===== src/rtl/cfgx_pkg.sv =====
package cfgx_pkg;

  localparam int unsigned WORD_W = 32;
  localparam int unsigned BE_W   = WORD_W / 8;
  localparam logic [WORD_W-1:0] ALL_ONES = '1;

  // Decoded selector register contents
  typedef struct packed {
    logic       en;
    logic [7:0] bus;
    logic [4:0] dev;
    logic [2:0] func;
    logic [5:0] dwo;
  } cfg_sel_t;

  typedef enum logic {ST_IDLE, ST_WAIT} txn_st_e;

  function automatic cfg_sel_t sel_from_word(input logic [WORD_W-1:0] w);
    cfg_sel_t s;
    s.en   = w[31];
    s.bus  = w[23:16];
    s.dev  = w[15:11];
    s.func = w[10:8];
    s.dwo  = w[7:2];
    return s;
  endfunction

  function automatic logic [WORD_W-1:0] sel_to_word(input cfg_sel_t s);
    return {s.en, 7'b0, s.bus, s.dev, s.func, s.dwo, 2'b00};
  endfunction

  function automatic logic [WORD_W-1:0] lane_merge(input logic [WORD_W-1:0] old_w,
                                                   input logic [WORD_W-1:0] new_w,
                                                   input logic [BE_W-1:0]   be);
    logic [WORD_W-1:0] r;
    r = old_w;
    for (int i = 0; i < int'(BE_W); i++) begin
      if (be[i]) r[8*i +: 8] = new_w[8*i +: 8];
    end
    return r;
  endfunction

endpackage


===== src/rtl/cfgx_addr_reg.sv =====
module cfgx_addr_reg
  import cfgx_pkg::*;
(
  input  logic              clk,
  input  logic              rst_n,
  input  logic              wr_en,
  input  logic [BE_W-1:0]   be,
  input  logic [WORD_W-1:0] wdata,
  output cfg_sel_t          sel,
  output logic [WORD_W-1:0] rd_word
);

  cfg_sel_t sel_q;

  always_ff @(posedge clk or negedge rst_n) begin
    if (!rst_n) begin
      sel_q <= '0;
    end else if (wr_en) begin
      sel_q <= sel_from_word(lane_merge(sel_to_word(sel_q), wdata, be));
    end
  end

  assign sel     = sel_q;
  assign rd_word = sel_to_word(sel_q);

endmodule


===== src/rtl/cfgx_slot_decode.sv =====
module cfgx_slot_decode #(
  parameter int unsigned NUM_SLOTS = 8
) (
  input  logic                 active,
  input  logic [4:0]           dev,
  output logic [NUM_SLOTS-1:0] sel,
  output logic                 present
);

  generate
    for (genvar i = 0; i < int'(NUM_SLOTS); i++) begin : g_slot
      assign sel[i] = active && (dev == 5'(i));
    end
  endgenerate

  assign present = (32'(dev) < NUM_SLOTS);

endmodule


===== src/rtl/cfgx_txn_ctrl.sv =====
module cfgx_txn_ctrl
  import cfgx_pkg::*;
#(
  parameter int unsigned TIMEOUT = 16
) (
  input  logic              clk,
  input  logic              rst_n,
  input  logic              host_req,
  input  logic              host_we,
  input  logic [BE_W-1:0]   host_be,
  input  logic [WORD_W-1:0] host_wdata,
  input  logic              hit_addr,
  input  logic              hit_data,
  input  logic              route_ok,
  input  logic [WORD_W-1:0] addr_word,
  input  logic              dev_ack,
  input  logic [WORD_W-1:0] dev_rdata,
  output logic              busy,
  output logic              accept,
  output logic              addr_wr,
  output logic              host_ready,
  output logic [WORD_W-1:0] host_rdata,
  output logic              lat_we,
  output logic [BE_W-1:0]   lat_be,
  output logic [WORD_W-1:0] lat_wdata,
  output logic              fwd_start,
  output logic              abort_now,
  output logic              ack_take,
  output logic              tmo_fire
);

  localparam int unsigned CW = (TIMEOUT < 2) ? 1 : $clog2(TIMEOUT);
  localparam logic [CW-1:0] CNT_LAST = CW'(TIMEOUT - 1);

  txn_st_e           st_q;
  logic [CW-1:0]     cnt_q;
  logic              ready_q;
  logic [WORD_W-1:0] rdata_q;
  logic [WORD_W-1:0] rd_nxt;
  logic              is_data;

  assign busy      = (st_q == ST_WAIT);
  assign accept    = host_req && (st_q == ST_IDLE);
  assign is_data   = accept && hit_data;
  assign fwd_start = is_data && route_ok;
  assign abort_now = is_data && !route_ok;
  assign addr_wr   = accept && hit_addr && host_we;
  assign ack_take  = busy && dev_ack;
  assign tmo_fire  = busy && !dev_ack && (cnt_q == CNT_LAST);

  always_comb begin
    rd_nxt = '0;
    if (accept && hit_addr && !host_we)  rd_nxt = addr_word;
    else if (abort_now && !host_we)      rd_nxt = ALL_ONES;
    else if (ack_take && !lat_we)        rd_nxt = dev_rdata;
    else if (tmo_fire && !lat_we)        rd_nxt = ALL_ONES;
  end

  always_ff @(posedge clk or negedge rst_n) begin
    if (!rst_n) begin
      st_q      <= ST_IDLE;
      cnt_q     <= '0;
      ready_q   <= 1'b0;
      rdata_q   <= '0;
      lat_we    <= 1'b0;
      lat_be    <= '0;
      lat_wdata <= '0;
    end else begin
      ready_q <= (accept && !fwd_start) || ack_take || tmo_fire;
      rdata_q <= rd_nxt;
      if (fwd_start) begin
        st_q      <= ST_WAIT;
        cnt_q     <= '0;
        lat_we    <= host_we;
        lat_be    <= host_be;
        lat_wdata <= host_we ? host_wdata : '0;
      end else if (ack_take || tmo_fire) begin
        st_q  <= ST_IDLE;
        cnt_q <= '0;
      end else if (busy) begin
        cnt_q <= cnt_q + 1'b1;
      end
    end
  end

  assign host_ready = ready_q;
  assign host_rdata = rdata_q;

endmodule


===== src/rtl/cfgx_bridge.sv =====
module cfgx_bridge
  import cfgx_pkg::*;
#(
  parameter int unsigned NUM_SLOTS = 8,
  parameter int unsigned TIMEOUT   = 16,
  parameter int unsigned PORT_AW   = 16,
  parameter logic [PORT_AW-1:0] ADDR_PORT = PORT_AW'(16'h0CF8),
  parameter logic [PORT_AW-1:0] DATA_PORT = PORT_AW'(16'h0CFC)
) (
  input  logic                 clk,
  input  logic                 rst_n,
  input  logic                 host_req,
  input  logic                 host_we,
  input  logic [PORT_AW-1:0]   host_addr,
  input  logic [3:0]           host_be,
  input  logic [31:0]          host_wdata,
  output logic                 host_ready,
  output logic [31:0]          host_rdata,
  output logic                 dev_req,
  output logic [NUM_SLOTS-1:0] dev_sel,
  output logic                 dev_we,
  output logic [2:0]           dev_func,
  output logic [5:0]           dev_reg,
  output logic [3:0]           dev_be,
  output logic [31:0]          dev_wdata,
  input  logic                 dev_ack,
  input  logic [31:0]          dev_rdata
);

  localparam logic [PORT_AW-1:0] DW_MASK = ~PORT_AW'(3);

  // Named internal events, also observed by the bound checker
  logic              hit_addr, hit_data, route_ok, slot_present;
  logic              busy, accept, addr_wr;
  logic              fwd_start, abort_now, ack_take, tmo_fire;
  cfg_sel_t          sel;
  logic [WORD_W-1:0] addr_word;

  assign hit_addr = ((host_addr & DW_MASK) == (ADDR_PORT & DW_MASK));
  assign hit_data = ((host_addr & DW_MASK) == (DATA_PORT & DW_MASK));
  assign route_ok = sel.en && (sel.bus == 8'd0) && slot_present;

  cfgx_addr_reg u_areg (
    .clk     (clk),
    .rst_n   (rst_n),
    .wr_en   (addr_wr),
    .be      (host_be),
    .wdata   (host_wdata),
    .sel     (sel),
    .rd_word (addr_word)
  );

  cfgx_slot_decode #(.NUM_SLOTS(NUM_SLOTS)) u_dec (
    .active  (busy),
    .dev     (sel.dev),
    .sel     (dev_sel),
    .present (slot_present)
  );

  cfgx_txn_ctrl #(.TIMEOUT(TIMEOUT)) u_ctl (
    .clk        (clk),
    .rst_n      (rst_n),
    .host_req   (host_req),
    .host_we    (host_we),
    .host_be    (host_be),
    .host_wdata (host_wdata),
    .hit_addr   (hit_addr),
    .hit_data   (hit_data),
    .route_ok   (route_ok),
    .addr_word  (addr_word),
    .dev_ack    (dev_ack),
    .dev_rdata  (dev_rdata),
    .busy       (busy),
    .accept     (accept),
    .addr_wr    (addr_wr),
    .host_ready (host_ready),
    .host_rdata (host_rdata),
    .lat_we     (dev_we),
    .lat_be     (dev_be),
    .lat_wdata  (dev_wdata),
    .fwd_start  (fwd_start),
    .abort_now  (abort_now),
    .ack_take   (ack_take),
    .tmo_fire   (tmo_fire)
  );

  assign dev_req  = busy;
  assign dev_func = sel.func;
  assign dev_reg  = sel.dwo;

endmodule


===== config.mk =====
export PLATFORM = sky130hd
export DESIGN_NAME = cfgx_bridge
export DESIGN_NICKNAME = d
export VERILOG_FILES = /design/src/rtl/cfgx_pkg.sv /design/src/rtl/cfgx_addr_reg.sv /design/src/rtl/cfgx_slot_decode.sv /design/src/rtl/cfgx_txn_ctrl.sv /design/src/rtl/cfgx_bridge.sv
export SDC_FILE = /design/constraint.sdc
export NUM_CORES = 1
export LEC_CHECK = 0
export ABC_AREA = 1
export CORE_ASPECT_RATIO = 1.25
export CORE_UTILIZATION = 40
export CTS_BUF_LIST = sky130_fd_sc_hd__clkbuf_8
export DETAILED_ROUTE_END_ITERATION = 8
export HOLD_SLACK_MARGIN = 0.02
export PLACE_DENSITY = 0.76
export SLEW_MARGIN = 0
export SYNTH_ARGS = -nofsm -noshare
export SYNTH_HDL_FRONTEND = slang
export SYNTH_HIERARCHICAL = 1
export SYNTH_SLANG_ARGS = --single-unit

===== constraint.sdc =====
create_clock -name clk -period 2.5 [get_ports clk]
set_input_delay 0.5 -clock clk [delete_from_list [all_inputs] [get_ports clk]]
set_output_delay 0.5 -clock clk [all_outputs]
set_load 0.05 [all_outputs]

==> impl_results.md <==
- Status: finished, final reports clean
- Site Rows: 44
- Worst setup margin: 332.7 ps
- Crit Path Max Fanout: 4
- Hold EP: u_ctl/lat_wdata[0]$_DFFE_PN0P_
- Routed WL: roughly 12 mm
- Hold path depth: 2
- H-tree Lvls: 3
- Final hold viol count: 0
- Syn avg cell area: slightly above 8 um^2
- Worst R2R End: u_ctl/host_rdata[3]$_DFF_PN0_
- Relative slew margins: 0.6304
- CP delay by family, top: buffers and inverters
- Setup CP Type: reg2out
- Final instance area: about 6800 um^2
- Power Density: about 470 nW/um^2
- Worst setup EP type: output pin
- Worst EP required: roughly 2000 ps
- Global Route Usage Sum: 0.2083
- Share of cells above drive strength 1: 0.1586
- Critical Path AT: ~1700 ps
- Hpwl dp: ~9.1 mm
- Yosys synthesis warning count: 6
- # setup viols final: 0
- CTS tree: built
- R2R setup slack: roughly 600 ps
- Tmin final: around 2200 ps
- HP Class: reg2reg
- Vias in the first global route: ~4400
- Post-CTS setup buffers: 0
- Worst-path cell chain: clkdlybuf4s50_1
- Clock transition at path regs: 90 ps
- Crit path largest cell delay: about 860 ps
- DRT iter0 DRCs: about 160
- Fin cells: between 900 and 1000
- Final clock skew: 12.41 ps
- Most common cell after layout, fill and taps aside: nand2_1
- Netlist Area Pre-Place: ~4900 um^2
- Total CTS buffers: 9
- Drt pass-1 iters: 4
- Root Driver: clkbuf_8
- Max-cap violation count: 0
- Area of the core: 11780 um^2
- Hold_sp: u_ctl/lat_wdata[0]$_DFFE_PN0P_
- Total gr overflow: 0
- Startpoint Class: flop
- RSZ-0062 raised after global routing: no
- Die extent in x: about 100 um
- Slew @ Worst Pin: 552.7 ps
- Routed len/inst: between 10 and 15 um
- Synthesized instance count: ~590
- Clock latency at the later pin of the worst-skew pair: 370 ps
- Buf/Inv on CP: 1
- Reg-to-reg startpoint: u_areg/rd_word[15]$_DFFE_PN0P_
- Total Nets Final: between 800 and 900
- # placed instances: between 800 and 900
- Placed Area: about 6500 um^2
- Reg2Reg Depth: 9
- Slowest-stage cell, CP: clkdlybuf4s50_1
- Final Cycle Share: 0.8669
- Worst VDD drop: between 200 and 300 uV
- Maximum clock frequency: 461.4 MHz
- Antenna diodes: 0
- DR vias: a little over 4000
- Pre-CTS WS: between 150 and 200 ps
- Routability congestion estimate: ~0.84
- Area grow syn2layout: 39.54%
- Clock sink count: 98
- Commonest cells after routing, fill and taps aside: 208 x nand2_1, 165 x clkdlybuf4s50_1, 98 x dfrtp_1
- Residual DRC: 0
- Initial Util: 0.4153
- Setup_tns: 0 ps
- Detail Route Antenna Nets: 0
- Maximum clock insertion buffer count: 2
- Critical path depth: 1
- Final hold slack: 495.7 ps
- Initial antenna violation count: 0
- Largest net degree at the start of global routing: 76
- Slew Limit Fails: 0
- Vias/cell: around 4.6
- First-pass GRT wire length: between 20 and 25 mm
- Die area: approximately 13000 um^2
- Die Y-Extent: about 130 um
- Lkg Pwr: roughly 3.4 nW
- Top Ports: about 180
- PortBufs: around 170
==> repair_timing <==
action                                 4_1_cts  5_1_grt
endpoints found under the hold margin       23        0
resized for setup                            0        0
hold buffers                                 1        0
==> routing by layer <==
metal | vias up | GRT usage | wire (um)
met5 | - | 0 | 0
met4 | 0 | 0.1023 | 355
met3 | 22 | 0.04273 | 666
met2 | 139 | 0.3546 | 6218
met1 | 1912 | 0.2487 | 5233
li1 | 2078 | - | -
==> worst reg2reg max path: stages, from the launching register on <==
cell and delay, ps:
dfrtp_1 410, nor2_2 150, nand3_1 90, nor2_1 300, inv_1 90, nand4_2 100
buf_4 330, nand2_1 150, nor2_2 120, nor2_2 40
==> worst max-delay path by stage <==
stage / startpoint / endpoint / slack, ps
floorplan: u_ctl/busy$_DFFE_PN0P_ / dev_sel[0] / 230
global placement: host_addr[7] / u_ctl/cnt_q[0]$_DFFE_PN0P_ / 270
detailed placement: host_addr[4] / u_ctl/lat_wdata[14]$_DFFE_PN0P_ / 160
CTS: u_ctl/lat_we$_DFFE_PN0P_ / dev_we / 300
global route: u_ctl/lat_we$_DFFE_PN0P_ / dev_we / 260
finish: u_ctl/lat_we$_DFFE_PN0P_ / dev_we / 330
==> power breakdown <==
part	internal (mW)	total (mW)	switching (mW)	leakage, nW
Combinational	0.133	0.230	0.0968	1.90
Sequential	1.58	1.59	0.000548	1.36
Clock	0.868	1.42	0.555	0.144
==> final cells by class <==
| type | instances | area, um^2 |
|---|---|---|
| Fill cell | 1115 | 4955 |
| Sequential cell | 98 | 2452 |
| Multi-Input combinational cell | 422 | 1938 |
| Timing Repair Buffer | 190 | 1879 |
| Tap cell | 161 | 201.4 |
| Clock inverter | 7 | 163.9 |
| Clock buffer | 9 | 123.9 |
| Inverter | 18 | 67.56 |
==> through the flow <==
stage / power (mW) / utilization
after global placement: 1.844 / 0.5542
after floorplan: 1.665 / -
final: 3.238 / 0.5794
after detailed placement: 1.847 / 0.5542
after global routing: 3.362 / 0.5794
after CTS: 3.280 / 0.5794
==> registers in the layout, indices dropped and copies added, names as in the netlist <==
name / count
u_areg/rd_word: 23
u_ctl/lat_wdata: 32
u_ctl/lat_be: 4
u_ctl/host_ready: 1
u_ctl/busy: 1
u_ctl/lat_we: 1
u_ctl/cnt_q: 4
u_ctl/host_rdata: 32
(Power assumes the default switching activity.)
